$ cat config.mk
export PLATFORM = sky130hd
export DESIGN_NAME = ivring_writer
export DESIGN_NICKNAME = d
export VERILOG_FILES = /design/src/rtl/ivring_writer.sv
export SDC_FILE = /design/constraint.sdc
export NUM_CORES = 1
export LEC_CHECK = 0
export CORE_MARGIN = 1
export CORE_UTILIZATION = 35
export CTS_BUF_LIST = sky130_fd_sc_hd__clkbuf_8
export CTS_CLUSTER_SIZE = 14
export DETAILED_ROUTE_END_ITERATION = 12
export HOLD_SLACK_MARGIN = 0.1
export SETUP_SLACK_MARGIN = 0.1
export SYNTH_ARGS = -nofsm -noshare
export SYNTH_HDL_FRONTEND = slang
export SYNTH_SLANG_ARGS = --single-unit
$ cat constraint.sdc
create_clock -name clk -period 4.1 [get_ports clk]
set_input_delay 1.23 -clock clk [delete_from_list [all_inputs] [get_ports clk]]
set_output_delay 1.23 -clock clk [all_outputs]
set_load 0.03 [all_outputs]
$ cat src/rtl/ivring_writer.sv
module ivring_writer #(
  parameter int MAX_LOG2W = 14
) (
  input  logic         clk,
  input  logic         rst_n,
  input  logic         ev_valid,
  output logic         ev_ready,
  input  logic [7:0]   ev_src,
  input  logic [27:0]  ev_data,
  input  logic [7:0]   ev_ring,
  input  logic [7:0]   ev_vmid,
  input  logic [15:0]  ev_pasid,
  input  logic         reg_we,
  input  logic [2:0]   reg_addr,
  input  logic [31:0]  reg_wdata,
  output logic [31:0]  reg_rdata,
  output logic         mem_we,
  output logic         mem_wide,
  output logic [39:0]  mem_addr,
  output logic [127:0] mem_wdata,
  output logic         irq
);
  localparam int PW = MAX_LOG2W + 2;
  localparam logic [2:0] A_CTRL = 3'd0, A_BASE = 3'd1, A_RPTR = 3'd2,
                         A_WPTR = 3'd3, A_WBLO = 3'd4, A_WBHI = 3'd5;

  logic          ring_en, ovf_en, wb_en, irq_en, rearm_en;
  logic [4:0]    sz;
  logic [31:0]   base;
  logic [PW-1:0] rptr, wptr;
  logic          ovf;
  logic [31:2]   wb_lo;
  logic [7:0]    wb_hi;
  logic          wb_pend, pend_q, rptr_wr_d;

  logic [4:0]    sz_eff;
  logic [PW-1:0] mask, wnext;
  logic          accept, full, pend, ctrl_wr, wptr_wr, rptr_wr;
  logic [PW-1:0] wrb;

  assign sz_eff  = (sz < 5'd3) ? 5'd3 : ((sz > 5'(MAX_LOG2W)) ? 5'(MAX_LOG2W) : sz);
  assign mask    = PW'((32'd1 << (sz_eff + 5'd2)) - 32'd1);
  assign wnext   = (wptr + PW'(16)) & mask;
  assign full    = (wnext == rptr);
  assign ev_ready = ring_en & ~wb_pend;
  assign accept  = ev_valid & ev_ready;
  assign pend    = (rptr != wptr) | ovf;
  assign ctrl_wr = reg_we && reg_addr == A_CTRL;
  assign wptr_wr = reg_we && reg_addr == A_WPTR && !ring_en;
  assign rptr_wr = reg_we && reg_addr == A_RPTR;
  assign wrb     = {wptr[PW-1:1], ovf};

  always_comb begin
    unique case (reg_addr)
      A_CTRL:  reg_rdata = {21'd0, rearm_en, irq_en, wb_en, 1'b0, ovf_en, sz, ring_en};
      A_BASE:  reg_rdata = base;
      A_RPTR:  reg_rdata = 32'(rptr);
      A_WPTR:  reg_rdata = 32'(wrb);
      A_WBLO:  reg_rdata = {wb_lo, 2'b00};
      A_WBHI:  reg_rdata = {24'd0, wb_hi};
      default: reg_rdata = 32'd0;
    endcase
  end

  always_ff @(posedge clk or negedge rst_n) begin
    if (!rst_n) begin
      ring_en <= 1'b0; ovf_en <= 1'b0; wb_en <= 1'b0; irq_en <= 1'b0; rearm_en <= 1'b0;
      sz <= '0; base <= '0; rptr <= '0; wb_lo <= '0; wb_hi <= '0;
    end else if (reg_we) begin
      case (reg_addr)
        A_CTRL: begin
          ring_en  <= reg_wdata[0];
          sz       <= reg_wdata[5:1];
          ovf_en   <= reg_wdata[6];
          wb_en    <= reg_wdata[8];
          irq_en   <= reg_wdata[9];
          rearm_en <= reg_wdata[10];
        end
        A_BASE: base  <= reg_wdata;
        A_RPTR: rptr  <= {reg_wdata[PW-1:4], 4'd0};
        A_WBLO: wb_lo <= reg_wdata[31:2];
        A_WBHI: wb_hi <= reg_wdata[7:0];
        default: ;
      endcase
    end
  end

  always_ff @(posedge clk or negedge rst_n) begin
    if (!rst_n) begin
      wptr <= '0;
      ovf  <= 1'b0;
    end else begin
      if (accept) wptr <= wnext;
      else if (wptr_wr) wptr <= {reg_wdata[PW-1:4], 4'd0};
      if (accept && full && ovf_en) ovf <= 1'b1;
      else if ((ctrl_wr && reg_wdata[7]) || wptr_wr) ovf <= 1'b0;
    end
  end

  always_ff @(posedge clk or negedge rst_n) begin
    if (!rst_n) begin
      mem_we <= 1'b0; mem_wide <= 1'b0; mem_addr <= '0; mem_wdata <= '0; wb_pend <= 1'b0;
    end else begin
      mem_we <= 1'b0;
      if (accept) begin
        mem_we    <= 1'b1;
        mem_wide  <= 1'b1;
        mem_addr  <= {base, 8'd0} + {{(40-PW){1'b0}}, wptr};
        mem_wdata <= {32'd0, ev_pasid, ev_vmid, ev_ring, 4'd0, ev_data, 24'd0, ev_src};
        wb_pend   <= wb_en;
      end else if (wb_pend) begin
        mem_we    <= 1'b1;
        mem_wide  <= 1'b0;
        mem_addr  <= {wb_hi, wb_lo, 2'b00};
        mem_wdata <= {{(128-PW){1'b0}}, wrb};
        wb_pend   <= 1'b0;
      end
    end
  end

  always_ff @(posedge clk or negedge rst_n) begin
    if (!rst_n) begin
      irq <= 1'b0; pend_q <= 1'b0; rptr_wr_d <= 1'b0;
    end else begin
      pend_q    <= pend;
      rptr_wr_d <= rptr_wr;
      if (rearm_en) irq <= irq_en & pend & (~pend_q | rptr_wr_d);
      else          irq <= irq_en & pend;
    end
  end

  AST_VEC_WRITE: assert property (@(posedge clk) disable iff (!rst_n)
    accept |=> mem_we && mem_wide && mem_wdata[31:8] == 24'd0 && mem_wdata[127:96] == 32'd0);
  AST_WPTR_STEP: assert property (@(posedge clk) disable iff (!rst_n)
    accept |=> wptr == (($past(wptr) + PW'(16)) & $past(mask)));
  AST_OVF_STICKY: assert property (@(posedge clk) disable iff (!rst_n)
    (ovf && !(ctrl_wr && reg_wdata[7]) && !wptr_wr) |=> ovf);
  AST_WB_SLOT: assert property (@(posedge clk) disable iff (!rst_n)
    wb_pend |=> mem_we && !mem_wide);
  AST_QUIET_OFF: assert property (@(posedge clk) disable iff (!rst_n)
    (!ring_en && !wb_pend) |=> !mem_we);
  AST_IRQ_CAUSE: assert property (@(posedge clk) disable iff (!rst_n)
    $rose(irq) |-> $past(pend));
endmodule

==> results of run 1 <==
critical path, stage by stage:
cell	delay (ns)
dlygate4sd2_1	0.29
buf_12	0.17
nor2b_1	0.20
buf_4	0.17
nand2_1	0.05
o21ai_0	0.09
a22o_1	0.29
buf_12	0.16
placed cells by master (no fill, tap or decap), types with 4 or more instances in the layout:
master	n
nand2b_1	68
inv_1	31
xnor2_1	34
buf_4	62
o22ai_2	5
and2_1	9
nand4_1	11
a31oi_1	8
or3_1	4
a22o_1	17
nand2_1	161
clkdlybuf4s50_1	222
a22oi_1	35
a21oi_1	42
o21bai_1	4
a221o_1	7
buf_12	32
nand3_1	13
dfrtp_1	230
clkbuf_8	54
a211oi_1	25
o22ai_1	6
nor4_1	9
nor3_1	13
o21ai_0	110
nor2_1	29
mux2_2	90
conb_1	52
ha_1	11
xor2_1	19
and3_1	14
nor3b_1	5
nor2b_1	25
mux2i_1	22
area by class of cell:
type / instances / area (µm²) / area share, %
clock inverter: 20 / 143 / 0.855
antenna: 1 / 2.50 / 0.0150
sequential: 231 / 5780 / 34.7
inverter: 18 / 67.6 / 0.405
clock buffer: 54 / 743 / 4.45
timing repair buffer: 321 / 3400 / 20.4
tap: 455 / 569 / 3.41
multi-input combinational: 907 / 5980 / 35.8
where the power goes:
group	switching [W]	internal, W	leakage, nW
sequential	0.000668	0.00297	2.86
clock	0.00100	0.00131	0.498
combinational	0.00258	0.00200	3.72
total	0.00425	0.00628	7.08
routing by layer:
metal	wire [µm]	vias to the layer above	share of wire, %	track usage [%]
met5	0	-	0	0
met4	1170	0	2.9	8.00
met3	2770	72	7.0	4.67
met2	17700	407	45	33.7
met1	18000	5095	45	30.3
li1	-	4856	-	-
registers in the layout, summed over array words and instances (netlist names), 5 cells and up:
register and count:
sz 5, wptr 16, mem_addr 40, base 32
mem_wdata 76, rptr 12, wb_hi 8, wb_lo 30
per-stage QoR:
step / worst slack, ns / total power [W] / instances / hold WS, ns / util, %
after detailed placement: -0.173 / 0.00822 / 1931 / 0.463 / 45.5
after floorplan: 0.184 / 0.00619 / 1293 / 0.472 / -
after CTS: 0.129 / 0.0106 / 2006 / 0.477 / 48.3
after global routing: 0.0791 / 0.0112 / 2007 / 0.501 / 48.3
after global placement: -0.135 / 0.00819 / 1931 / 0.459 / 45.5
final: 0.217 / 0.0105 / 2007 / 0.471 / 48.3
timing repair:
action	in CTS	in global routing
pin swaps	0	0
cloned	1	0
setup endpoints to repair	32	5
resized for setup	12	3
buffers inserted	0	0
final timing paths:
check	start	end	cells past startpoint
max reg2reg	sz[2]	ovf	14
max	reg_addr[2]	reg_rdata[3]	8
min in group asynchronous	rst_n	mem_wdata[14]	1
min	mem_wdata[3]	mem_wdata[3]	2
min reg2reg	mem_wdata[3]	mem_wdata[3]	2
max in group asynchronous	rst_n	mem_wdata[75]	2
cell families after synthesis:
group / Yosys count
compound gates: 298
xor+xnor: 53
fa+ha+maj: 12
buf+inv: 155
flops: 231
mux: 113
other cells: 1
simple gates: 379
==> out/results.tsv, run 1 <==
stage	metric	value	unit
outcome	outcome	complete, no violations	
pwr	ir_worst_vdd	325	µV
layout	drive_above_1_share	17.4	%
place	hpwl	27.9	mm
min_path	worstHoldPathType	reg -> reg	
timing	rsz0062_at_grt	true	
logic_synthesis	synth_fa_ha_area_share	1.28	%
job	maxCapViolations	0	
floorplan	initial_core_util	35.6	%
place	placed_cell_area	0.0157	mm²
logic_synthesis	yosys.area_share.xor_xnor	3.78	%
logic_synthesis	synth_edf_count	0	
cts	cts_hold_buf	0	
logic_synthesis	synth_flop_cell	dfrtp_1	
logic_synthesis	synth_top_family_by_area	compound AO/OA/AOI/OAI gates	
layout	nets	1641	
floorplan	die_area	0.0359	mm²
logic_synthesis	yosys.area.top_type	dfrtp_1	
timing	period_minus_slack	3.88	ns
worst_setup_path	critPathArrivalTime	2.65	ns
logic_synthesis	syn_area	0.0123	mm²
logic_synthesis	synthSimpleGateAreaFrac	15.4	%
place	portBuffers	258	
worst_setup_path	critPathKind	in -> out	
floorplan	die_w	189	µm
worst_setup_path	cp_max_fo	14	
detailed_routing	wl_per_cell	19.8	µm
cts	htree_levels	2	
logic_synthesis	synthMuxAreaShare	10.2	%
cts	clk_pin_slew_worst_paths	0.05	ns
place	gp_congestion	0.866	
pwr	leakage	7.08	nW
logic_synthesis	ys_warn_count	0	
logic_synthesis	synth-seq-cells	231	
cts	cts.path.max_buffers	3	
timing	hold_violations	0	
logic_synthesis	yosysSeqAreaShare	47.0	%
layout	design_area	0.0167	mm²
floorplan	core_area	0.0345	mm²
detailed_routing	routed_wl	39.6	mm
timing	worst_slew_pin_slew	0.849	ns
cts	clkLatencyLatePin	0.56	ns
logic_synthesis	yosysMostFrequentCell	dfrtp_1	
floorplan	die_h	189	µm
pwr	power_density	631	mW/mm²
detailed_routing	vias	10400	
grt	grt_max_degree	160	
layout	area_growth	35.8	%
cts	root_buffer	clkbuf_8	
cts	cts_tree	yes	
logic_synthesis	synth_compound_area_share	15.9	%
worst_setup_path	critPathRequiredTime	2.87	ns
floorplan	ioPinCount	311	
logic_synthesis	synthCells	1242	
timing	clock.fmax	0.258	GHz
grt	antenna_found_initial	1	
floorplan	rows	68	
detailed_routing	initialDrtViolationCount	782	
logic_synthesis	netlist-cell-type-count	64	
cts	cts_sinks	231	
cts	cts_buffers	43	
timing	setup_viol	0	
logic_synthesis	synth_common_cells	dfrtp_1, nand2_1, o21ai_0, mux2_2, clkbuf_1	
timing	drv_slew	0	
detailed_routing	postRouteAntennaNets	0	
logic_synthesis	synth_top_area_share	47.0	%
timing	post-route-period-util	94.7	%
timing	fin_tns_setup	0	ns
layout	n_fill_cell	3250	
detailed_routing	drc	0	
detailed_routing	detail_route.vias_per_cell	5.20	
worst_setup_path	reg2reg_slack	0.37	ns
grt	gr-total-overflow	0	
grt	grt_pass1_vias	10300	
timing	max_slew_margin	43.2	%
logic_synthesis	synth_async_sr_flop_share	100	%
timing	finalClockSkew	0.0362	ns
grt	track_usage	21.9	%
logic_synthesis	synth_area_leaders	dfrtp_1, mux2_2, nand2_1, o21ai_0, nand2b_1	
worst_setup_path	cp-end-kind	output port	
grt	grt_first_pass_wirelength	60.8	mm
worst_setup_path	start_kind	input port	
detailed_routing	drtPass1Iterations	7	
logic_synthesis	synth_area_per_cell	9.89	µm²
Note: power is estimated with default switching activity, not from simulation.
==> run 2, diff against run 1 <==
- HOLD_SLACK_MARGIN: 0.1 -> unset
==> results of run 2 <==
Same layout as run 1: the final DEF is identical, and so are final timing and power.
==> run 3, diff against run 2 <==
- PLACE_DENSITY: unset -> 0.7
==> out/results.tsv, run 3 (synthesis results as in run 1) <==
stage	metric	value	unit	change
outcome	outcome	complete, no violations		
min_path	worstHoldPathType	reg -> reg		
place	placed_cell_area	0.0157	mm²	+0.17%
floorplan	rows	68		unchanged
floorplan	ioPinCount	311		unchanged
worst_setup_path	critPathArrivalTime	2.67	ns	+0.02 ns
worst_setup_path	cp_cell_sequence	dlygate4sd2_1, bufbuf_16, mux2i_1, nor2_1, a211oi_1, a21oi_1, buf_4, buf_12		
worst_setup_path	cp-endpoint	reg_rdata[5]		
timing	worst_slew_pin_slew	1.04	ns	+0.196 ns
worst_setup_path	r2r-end	ovf		
job	maxCapViolations	0		unchanged
detailed_routing	detail_route.vias_per_cell	5.23		+0.57%
timing	rsz0062_at_grt	false		
place	hpwl	29.4	mm	+5.3%
layout	layout_common_cells	dfrtp_1, clkdlybuf4s50_1, nand2_1, o21ai_0, mux2_2		
floorplan	die_w	189	µm	unchanged
floorplan	initial_core_util	35.6	%	unchanged
timing	setup_viol	0		unchanged
timing	drv_slew	0		unchanged
detailed_routing	drc	0		unchanged
grt	antenna_found_initial	1		unchanged
layout	area_growth	36.6	%	
worst_setup_path	critical_path.startpoint	reg_addr[2]		
worst_setup_path	reg2reg_slack	0.33	ns	-0.04 ns
place	gp_congestion	1.01		+16%
layout	top_register	mem_wdata		
cts	cts_tree	yes		
worst_setup_path	cpMaxStageDelayCell	dlygate4sd2_1		
grt	grt_pass1_vias	10400		+1.1%
timing	post-route-period-util	95.1	%	+0.44 points
grt	track_usage	23.1	%	+1.1 points
grt	grt_first_pass_wirelength	63.4	mm	+4.2%
detailed_routing	drtPass1Iterations	7		unchanged
cts	cts_buffers	42		-2.3%
layout	fin_util	48.6	%	+0.28 points
layout	drive_above_1_share	18.1	%	+0.72 points
floorplan	die_area	0.0359	mm²	unchanged
layout	finalNonFillerCells	2012		+0.25%
timing	hold_violations	0		unchanged
timing	period_minus_slack	3.90	ns	+0.0179 ns
detailed_routing	postRouteAntennaNets	0		unchanged
worst_setup_path	cp-end-kind	output port		
layout	nets	1644		+0.18%
cts	htree_levels	2		unchanged
cts	clk_pin_slew_worst_paths	0.06	ns	about the same
layout	layout_commonest_cell	dfrtp_1		
place	portBuffers	258		unchanged
timing	max_slew_margin	30.1	%	-13 points
worst_setup_path	start_kind	input port		
cts	cts_sinks	231		unchanged
pwr	ir_worst_vdd	423	µV	+30%
timing	holdWs	0.475	ns	+0.00413 ns
detailed_routing	routed_wl	41.6	mm	+4.9%
floorplan	core_area	0.0345	mm²	unchanged
worst_setup_path	path_delay_family	buffers and inverters		
worst_setup_path	cp_slowest_stage_delay	0.33	ns	+0.04 ns
detailed_routing	initialDrtViolationCount	659		-16%
worst_setup_path	r2r-start	sz[2]		
layout	reg_top3	mem_wdata x76, mem_addr x40, base x32		
detailed_routing	wl_per_cell	20.7	µm	+4.6%
grt	grt_max_degree	86		-46%
cts	cts_hold_buf	0		unchanged
cts	root_buffer	clkbuf_8		
layout	largest_register_ffs	76		unchanged
timing	clock.fmax	0.256	GHz	-0.46%
place	placed_cells	1933		+0.10%
pwr	power_density	631	mW/mm²	+0.11%
floorplan	die_h	189	µm	unchanged
timing	finalClockSkew	0.0396	ns	+0.00332 ns
worst_setup_path	critPathRequiredTime	2.87	ns	about the same
layout	design_area	0.0168	mm²	+0.58%
cts	cts.path.max_buffers	3		unchanged
worst_setup_path	cp_num_buf_inv	4		unchanged
detailed_routing	vias	10500		+0.82%
layout	n_fill_cell	3242		-0.25%
grt	gr-total-overflow	0		unchanged
worst_setup_path	reg2regPathDepth	15		+1
worst_setup_path	worstSetupPathDepth	8		unchanged
cts	clkLatencyLatePin	0.59	ns	+0.03 ns
pwr	leakage	7.11	nW	+0.40%
worst_setup_path	cp_max_fo	8		-6
worst_setup_path	critPathKind	in -> out		
==> run 3: report_power, final <==
part,leakage [nW],total [W],switching (W),internal (W)
sequential,2.86,0.00368,0.000706,0.00297
combinational,3.75,0.00464,0.00261,0.00202
clock,0.499,0.00229,0.00101,0.00127
total,7.11,0.0106,0.00433,0.00627
==> run 3: final cells by class <==
type | count | area, µm² | share of cell area [%]
Multi-Input combinational cell | 907 | 6000 | 35.8
Tap cell | 455 | 569 | 3.39
Timing Repair Buffer | 325 | 3470 | 20.7
Antenna cell | 1 | 2.50 | 0.0149
Clock inverter | 20 | 133 | 0.790
Clock buffer | 55 | 757 | 4.51
Inverter | 18 | 67.6 | 0.402
Sequential cell | 231 | 5780 | 34.5
==> run 3: how the worst min path moves through the flow <==
stage | start | end | slack [ns] | cells after the start
final | mem_addr[3] | mem_addr[3] | 0.47 | 2
after global routing | mem_wdata[3] | mem_wdata[3] | 0.52 | 2
after CTS | mem_wdata[7] | mem_wdata[7] | 0.48 | 2
after detailed placement | mem_wdata[7] | mem_wdata[7] | 0.47 | 2
after global placement | mem_wdata[1] | mem_wdata[1] | 0.46 | 2
after floorplan | rptr_wr_d | irq | 0.47 | 1
==> run 3: per-stage QoR <==
stage	setup TNS (ns)	power [W]	worst slack (ns)
floorplan	0	0.00619	0.184
global placement	-0.0100	0.00824	-0.00503
detailed placement	-0.0101	0.00828	-0.0101
CTS	0	0.0107	0.103
global route	0	0.0112	0.115
finish	0	0.0106	0.200
==> run 3: timing repair <==
| item | in CTS | in global routing |
|---|---|---|
| buffers inserted | 1 | 0 |
| endpoints found under the setup margin | 29 | 1 |
| pin swaps | 0 | 0 |
| resized for setup | 16 | 3 |
| gates cloned | 2 | 0 |
==> run 3: metal layers <==
metal	part of all wire [%]	GRT usage, %	up-vias
li1	-	-	4875
met3	6.9	4.93	77
met2	47	38.0	417
met4	2.9	7.91	0
met1	43	29.9	5147
met5	0	0	-
==> run 3: worst min-delay path, stage by stage (launching register included) <==
cell and delay [ns]:
dfrtp_1 0.34, nand2_1 0.05, nand2_1 0.05
